<file path="src/rtl/ext_bus_seq.sv">
module ext_bus_seq #(
  parameter int NCS   = 5,
  parameter int AW    = 23,
  parameter int DW    = 16,
  parameter int WW    = 4,
  parameter int TAGLO = 16,
  parameter int SEG_A = 18,
  parameter int SEG_B = 20
) (
  input  logic                        clk,
  input  logic                        rst_n,
  input  logic                        req_valid,
  output logic                        req_ready,
  input  logic [AW-1:0]               req_addr,
  input  logic                        req_we,
  input  logic [1:0]                  req_be,
  input  logic [DW-1:0]               req_wdata,
  output logic                        rsp_valid,
  output logic [DW-1:0]               rsp_rdata,
  input  logic                        cfg_ale_long,
  input  logic [WW-1:0]               cfg_waits,
  input  logic                        cfg_tri_wait,
  input  logic                        cfg_rw_delay,
  input  logic [1:0]                  cfg_seg,
  input  logic [NCS-1:0]              cs_en,
  input  logic [2*NCS-1:0]            cs_mode,
  input  logic [NCS*(AW-TAGLO)-1:0]   cs_base,
  input  logic [NCS*(AW-TAGLO)-1:0]   cs_mask,
  output logic                        ale,
  output logic                        rd_n,
  output logic                        wrh_n,
  output logic                        wrl_n,
  output logic [AW-1:0]               bus_addr,
  output logic                        data_oe,
  output logic [DW-1:0]               data_out,
  input  logic [DW-1:0]               data_in,
  output logic [NCS-1:0]              cs_n,
  output logic [NCS-1:0]              cs_oe,
  input  logic                        hold_n,
  output logic                        hlda_n
);
  localparam int TW = AW - TAGLO;

  typedef enum logic [2:0] {S_IDLE, S_HOLD, S_ADDR, S_ALE2, S_DLY, S_ACC, S_TRI} st_t;

  st_t            st;
  logic [AW-1:0]  addr_q;
  logic           we_q;
  logic [1:0]     be_q;
  logic [DW-1:0]  wd_q;
  logic [NCS-1:0] sel_q, hit, sel_d;
  logic [WW-1:0]  cnt;
  logic           run;
  logic [AW-1:0]  seg_mask;
  logic           in_cyc, acc, rd_cyc, wr_cyc;

  assign in_cyc = (st == S_ADDR) || (st == S_ALE2) || (st == S_DLY) || (st == S_ACC) || (st == S_TRI);
  assign acc    = (st == S_ACC);
  assign rd_cyc = !we_q;
  assign wr_cyc = we_q && (|be_q);

  assign req_ready = (st == S_IDLE) && hold_n;
  assign hlda_n    = (st != S_HOLD);
  assign ale       = (st == S_ADDR) || (st == S_ALE2);
  assign rd_n      = !(acc && rd_cyc);
  assign wrh_n     = !(acc && we_q && be_q[1]);
  assign wrl_n     = !(acc && we_q && be_q[0]);
  assign data_oe   = acc && wr_cyc;
  assign data_out  = wd_q;
  assign bus_addr  = addr_q & seg_mask;
  assign cs_oe     = run ? {cs_en[NCS-1:1], 1'b1} : {NCS{1'b1}};

  always_comb begin
    case (cfg_seg)
      2'd0:    seg_mask = {AW{1'b1}} >> (AW - SEG_A);
      2'd1:    seg_mask = {AW{1'b1}} >> (AW - SEG_B);
      default: seg_mask = {AW{1'b1}};
    endcase
  end

  for (genvar g = 0; g < NCS; g++) begin : g_cs
    logic [TW-1:0] base_g, mask_g;
    logic [1:0]    mode_g;
    logic          strobe_ok;
    assign base_g    = cs_base[g*TW +: TW];
    assign mask_g    = cs_mask[g*TW +: TW];
    assign mode_g    = cs_mode[2*g +: 2];
    assign hit[g]    = (g == 0 || cs_en[g]) && (((req_addr[AW-1:TAGLO] ^ base_g) & mask_g) == '0);
    assign strobe_ok = acc && ((mode_g[0] && rd_cyc) || (mode_g[1] && wr_cyc));
    assign cs_n[g]   = !(sel_q[g] && ((mode_g == 2'd0) ? in_cyc : strobe_ok));
  end

  always_comb begin
    sel_d = '0;
    for (int i = NCS - 1; i >= 0; i--)
      if (hit[i]) sel_d = NCS'(1) << i;
  end

  always_ff @(posedge clk or negedge rst_n) begin
    if (!rst_n) begin
      st        <= S_IDLE;
      addr_q    <= '0;
      we_q      <= 1'b0;
      be_q      <= '0;
      wd_q      <= '0;
      sel_q     <= '0;
      cnt       <= '0;
      run       <= 1'b0;
      rsp_valid <= 1'b0;
      rsp_rdata <= '0;
    end else begin
      run       <= 1'b1;
      rsp_valid <= 1'b0;
      case (st)
        S_IDLE:
          if (!hold_n) st <= S_HOLD;
          else if (req_valid) begin
            st     <= S_ADDR;
            addr_q <= req_addr;
            we_q   <= req_we;
            be_q   <= req_be;
            wd_q   <= req_wdata;
            sel_q  <= sel_d;
            cnt    <= cfg_waits;
          end
        S_HOLD: if (hold_n) st <= S_IDLE;
        S_ADDR: st <= cfg_ale_long ? S_ALE2 : (cfg_rw_delay ? S_DLY : S_ACC);
        S_ALE2: st <= cfg_rw_delay ? S_DLY : S_ACC;
        S_DLY:  st <= S_ACC;
        S_ACC:
          if (cnt == '0) begin
            st        <= cfg_tri_wait ? S_TRI : S_IDLE;
            rsp_valid <= 1'b1;
            if (rd_cyc) rsp_rdata <= data_in;
          end else cnt <= cnt - 1'b1;
        S_TRI:  st <= S_IDLE;
        default: st <= S_IDLE;
      endcase
    end
  end
endmodule

</file>
<file path="config.mk">
export PLATFORM = sky130hd
export DESIGN_NAME = ext_bus_seq
export DESIGN_NICKNAME = d
export VERILOG_FILES = /design/src/rtl/ext_bus_seq.sv
export SDC_FILE = /design/constraint.sdc
export NUM_CORES = 1
export LEC_CHECK = 0
export ABC_AREA = 0
export BUFFER_PORTS_ARGS = -buffer_cell sky130_fd_sc_hd__buf_2
export CORE_MARGIN = 3
export CORE_UTILIZATION = 44
export CTS_CLUSTER_SIZE = 25
export DETAILED_ROUTE_END_ITERATION = 8
export PLACE_DENSITY_LB_ADDON = 0.05
export SKIP_CTS_REPAIR_TIMING = 1
export SYNTH_ARGS = -nofsm -noshare
export SYNTH_HDL_FRONTEND = slang
export SYNTH_SLANG_ARGS = --single-unit
</file>
<file path="constraint.sdc">
create_clock -name clk -period 1.78 [get_ports clk]
set_input_delay 0.267 -clock clk [delete_from_list [all_inputs] [get_ports clk]]
set_output_delay 0.267 -clock clk [all_outputs]
set_load 0.02 [all_outputs]
</file>
==> metrics.yaml <==
run:
  maxCapViolCount: 0
detailed_routing:
  remaining_drc_errors: 0
  ant_nets: 0
  wire_per_inst_um: 15.3
  viasPerCell: 4.91
  drt_iter0_drc: 102
  drt_first_pass_iters: 4
  num_vias: 3205
  wl_um: 9980
power_and_ir_drop:
  finalPower_uw: 7950
  pwr_density_cell_nw_per_um2: 1520
  p_leak_uw: 0.00267
  ir_drop_uv: 506
logic_synthesis:
  syn_area_um2: 3750
  avgSynthCellArea_um2: 11.6
  synth-adder-area-share: 0.00668
  seq_area_frac_synth: 0.481
  synth_cell_types: 42
  ys_seq_elements: 72
  async_flop_share: 1.00
  ys.flop_type: "dfrtp_1"
  synth_simple_gate_area_frac: 0.0804
  netlist_instances: 322
  synth_top_family_by_area: "multiplexers"
  synth_mux_area_frac: 0.177
  yosysWarnings: 0
  synth-xor-area-share: 0.0864
  synth_edf_count: 0
  synth_compound_area_frac: 0.0988
floorplanning:
  die_w_um: 98.3
  die_h_um: 98.3
  io_pins: 229
  coreArea_um2: 8260
  row_count: 33
  initial_core_util: 0.454
  die_area_um2: 9660
place:
  placed_cells: 634
  place.gp.congestion: 0.839
  dpl_cell_area_um2: 4920
  hpwl_um: 8180
  numPortBuffers: 226
timing:
  tightest_slew_ns: 0.509
  rsz0062_at_grt: "true"
  min_period_ns: 1.97
  finalSetupViolCount: 5
  fin_crit_sh: 1.11
  max_freq_mhz: 508
  relSlewSlack: 0.660
  maxSlewViolCount: 0
  hold_viol: 0
  fin_ws_ns: -0.190
  clock_skew_ns: 0.00639
clock_network:
  cts_sinks: 72
  cts_buffer_depth: 2
  tritoncts: "done"
  numCtsBuffers: 9
  clk_latency_ns: 0.32
  root_buffer: "clkbuf_8"
  path_clk_slew_ns: 0.07
  htreeDepth: 3
layout:
  final_layout_size_suffix_gt1_frac: 0.604
  layout.nets: 702
  fill_cells: 728
  antenna_cells: 0
  multi_input_area_um2: 1720
  fin_cells: 653
  layout_common_cells: "buf_2, dfrtp_1, mux2_2"
  layout_commonest_cell: "buf_2"
  ff_latch_area_um2: 1810
  finish.instance_area_um2: 5230
  areaGrowthSynthToFinish_pct: 39.6
critical_path:
  cp-start-kind: "flop"
  cp.arrival_ns: 1.70
  worstSetupPathType: "flop to primary output"
  crit_fanout: 6
  crit_path_end_kind: "primary output"
  critPathRequiredTime_ns: 1.51
  rrSetupSlack_ns: 0.07
  reg2reg_depth: 5
  reg2reg_to: "data_out[7]"
  crit-reg2reg-launch: "st[0]"
worst_hold_path:
  hp-class: "primary input to flop"
  hold_path.startpoint: "req_wdata[2]"
  min_to: "data_out[2]"
  worstHoldPathCells: 2
grt:
  grt_max_degree: 39
  antenna_found_initial: 0
  grt_pass1_wl_um: 15700
  grtUsageTotal: 0.206
  grt-ovfl-total: 0
  first_global_vias: 3215
run_status:
  violations: "setup timing"
  status: "finished, violations left"
stage by stage:
| stage | hold slack [ns] | utilization | setup slack (ns) | TNS, ns |
|---|---|---|---|---|
| after floorplan | -0.0286 | - | 0.0174 | 0 |
| after global placement | 0.273 | 0.596 | 0.0109 | 0 |
| after detailed placement | 0.273 | 0.596 | -0.0557 | -0.738 |
| after CTS | -0.0860 | 0.621 | -0.293 | -1.94 |
| after global routing | 0.150 | 0.634 | -0.264 | -1.30 |
| final | 0.163 | 0.634 | -0.190 | -0.882 |
cell usage after synthesis, types with 2 or more instances:
| library cell | number | share of area |
|---|---|---|
| clkbuf_1 | 4 | 0.0040 |
| buf_2 | 12 | 0.016 |
| a31oi_1 | 2 | 0.0033 |
| o21ai_0 | 9 | 0.012 |
| and2_1 | 4 | 0.0067 |
| nand4_1 | 3 | 0.0050 |
| nand2b_1 | 4 | 0.0067 |
| dfrtp_1 | 72 | 0.48 |
| a21oi_1 | 3 | 0.0040 |
| ha_1 | 2 | 0.0067 |
| xnor2_1 | 2 | 0.0047 |
| a22oi_1 | 12 | 0.024 |
| buf_4 | 19 | 0.038 |
| nor3_1 | 7 | 0.0093 |
| nand2_2 | 2 | 0.0033 |
| nand3_1 | 7 | 0.0093 |
| xor2_1 | 35 | 0.082 |
| o21a_1 | 2 | 0.0040 |
| a221oi_1 | 2 | 0.0047 |
| inv_1 | 8 | 0.0080 |
| a21boi_0 | 2 | 0.0040 |
| nor2_1 | 5 | 0.0050 |
| a221o_1 | 6 | 0.016 |
| o31ai_1 | 2 | 0.0040 |
| mux2_2 | 58 | 0.17 |
| o221a_2 | 2 | 0.0060 |
| nand2_1 | 21 | 0.021 |
registers in the layout, summed over array words and instances, names as in the netlist:
name,flops
addr_q,23
cnt,4
rsp_rdata,16
rsp_valid,1
we_q,1
sel_q,5
st,3
be_q,2
data_out,16
run,1
critical path: stages, from the launching register on:
cell and delay [ns]:
dfrtp_2 0.46, and3b_2 0.23, o211a_4 0.16, a221o_1 0.32, nand2_1 0.09, buf_6 0.12
routing by layer:
metal	vias to the layer above	track usage	wire length (µm)
met1	1483	0.236	3700
met4	0	0.0851	269
li1	1557	-	-
met2	146	0.368	5270
met3	19	0.0471	741
met5	-	0	0
logic make-up (layout without fill, tap and decap cells):
logic type / after synthesis / in the layout
AO/OA/AOI/OAI: 49 / 49
XOR/XNOR: 37 / 37
adder cells (fa/ha/maj): 2 / 2
buffers and inverters: 44 / 269
flip-flops: 72 / 72
multiplexers: 59 / 59
other: 1 / 2
AND/OR/NAND/NOR: 58 / 58
area by class of cell:
type,count,area share
sequential,72,0.345
tap,105,0.0251
clock buffer,10,0.0244
multi-input combinational,207,0.329
inverter,8,0.00574
clock inverter,5,0.0155
timing repair buffer,246,0.255
worst max-delay path by stage:
stage	startpoint	cells after the start	slack (ns)	end
detailed placement	st[1]	5	-0.06	rsp_rdata[6]
floorplan	st[1]	5	0.02	cs_n[0]
global route	st[2]	5	-0.26	cs_n[4]
finish	st[2]	5	-0.19	cs_n[4]
global placement	st[1]	5	0.01	rsp_rdata[5]
CTS	st[2]	5	-0.29	cs_n[4]
report_power, final:
group | internal [µW] | switching, µW | total [µW]
clock | 785 | 582 | 1370
combinational | 1710 | 2010 | 3720
sequential | 2430 | 433 | 2860
Note: power is estimated with default switching activity, not from simulation.
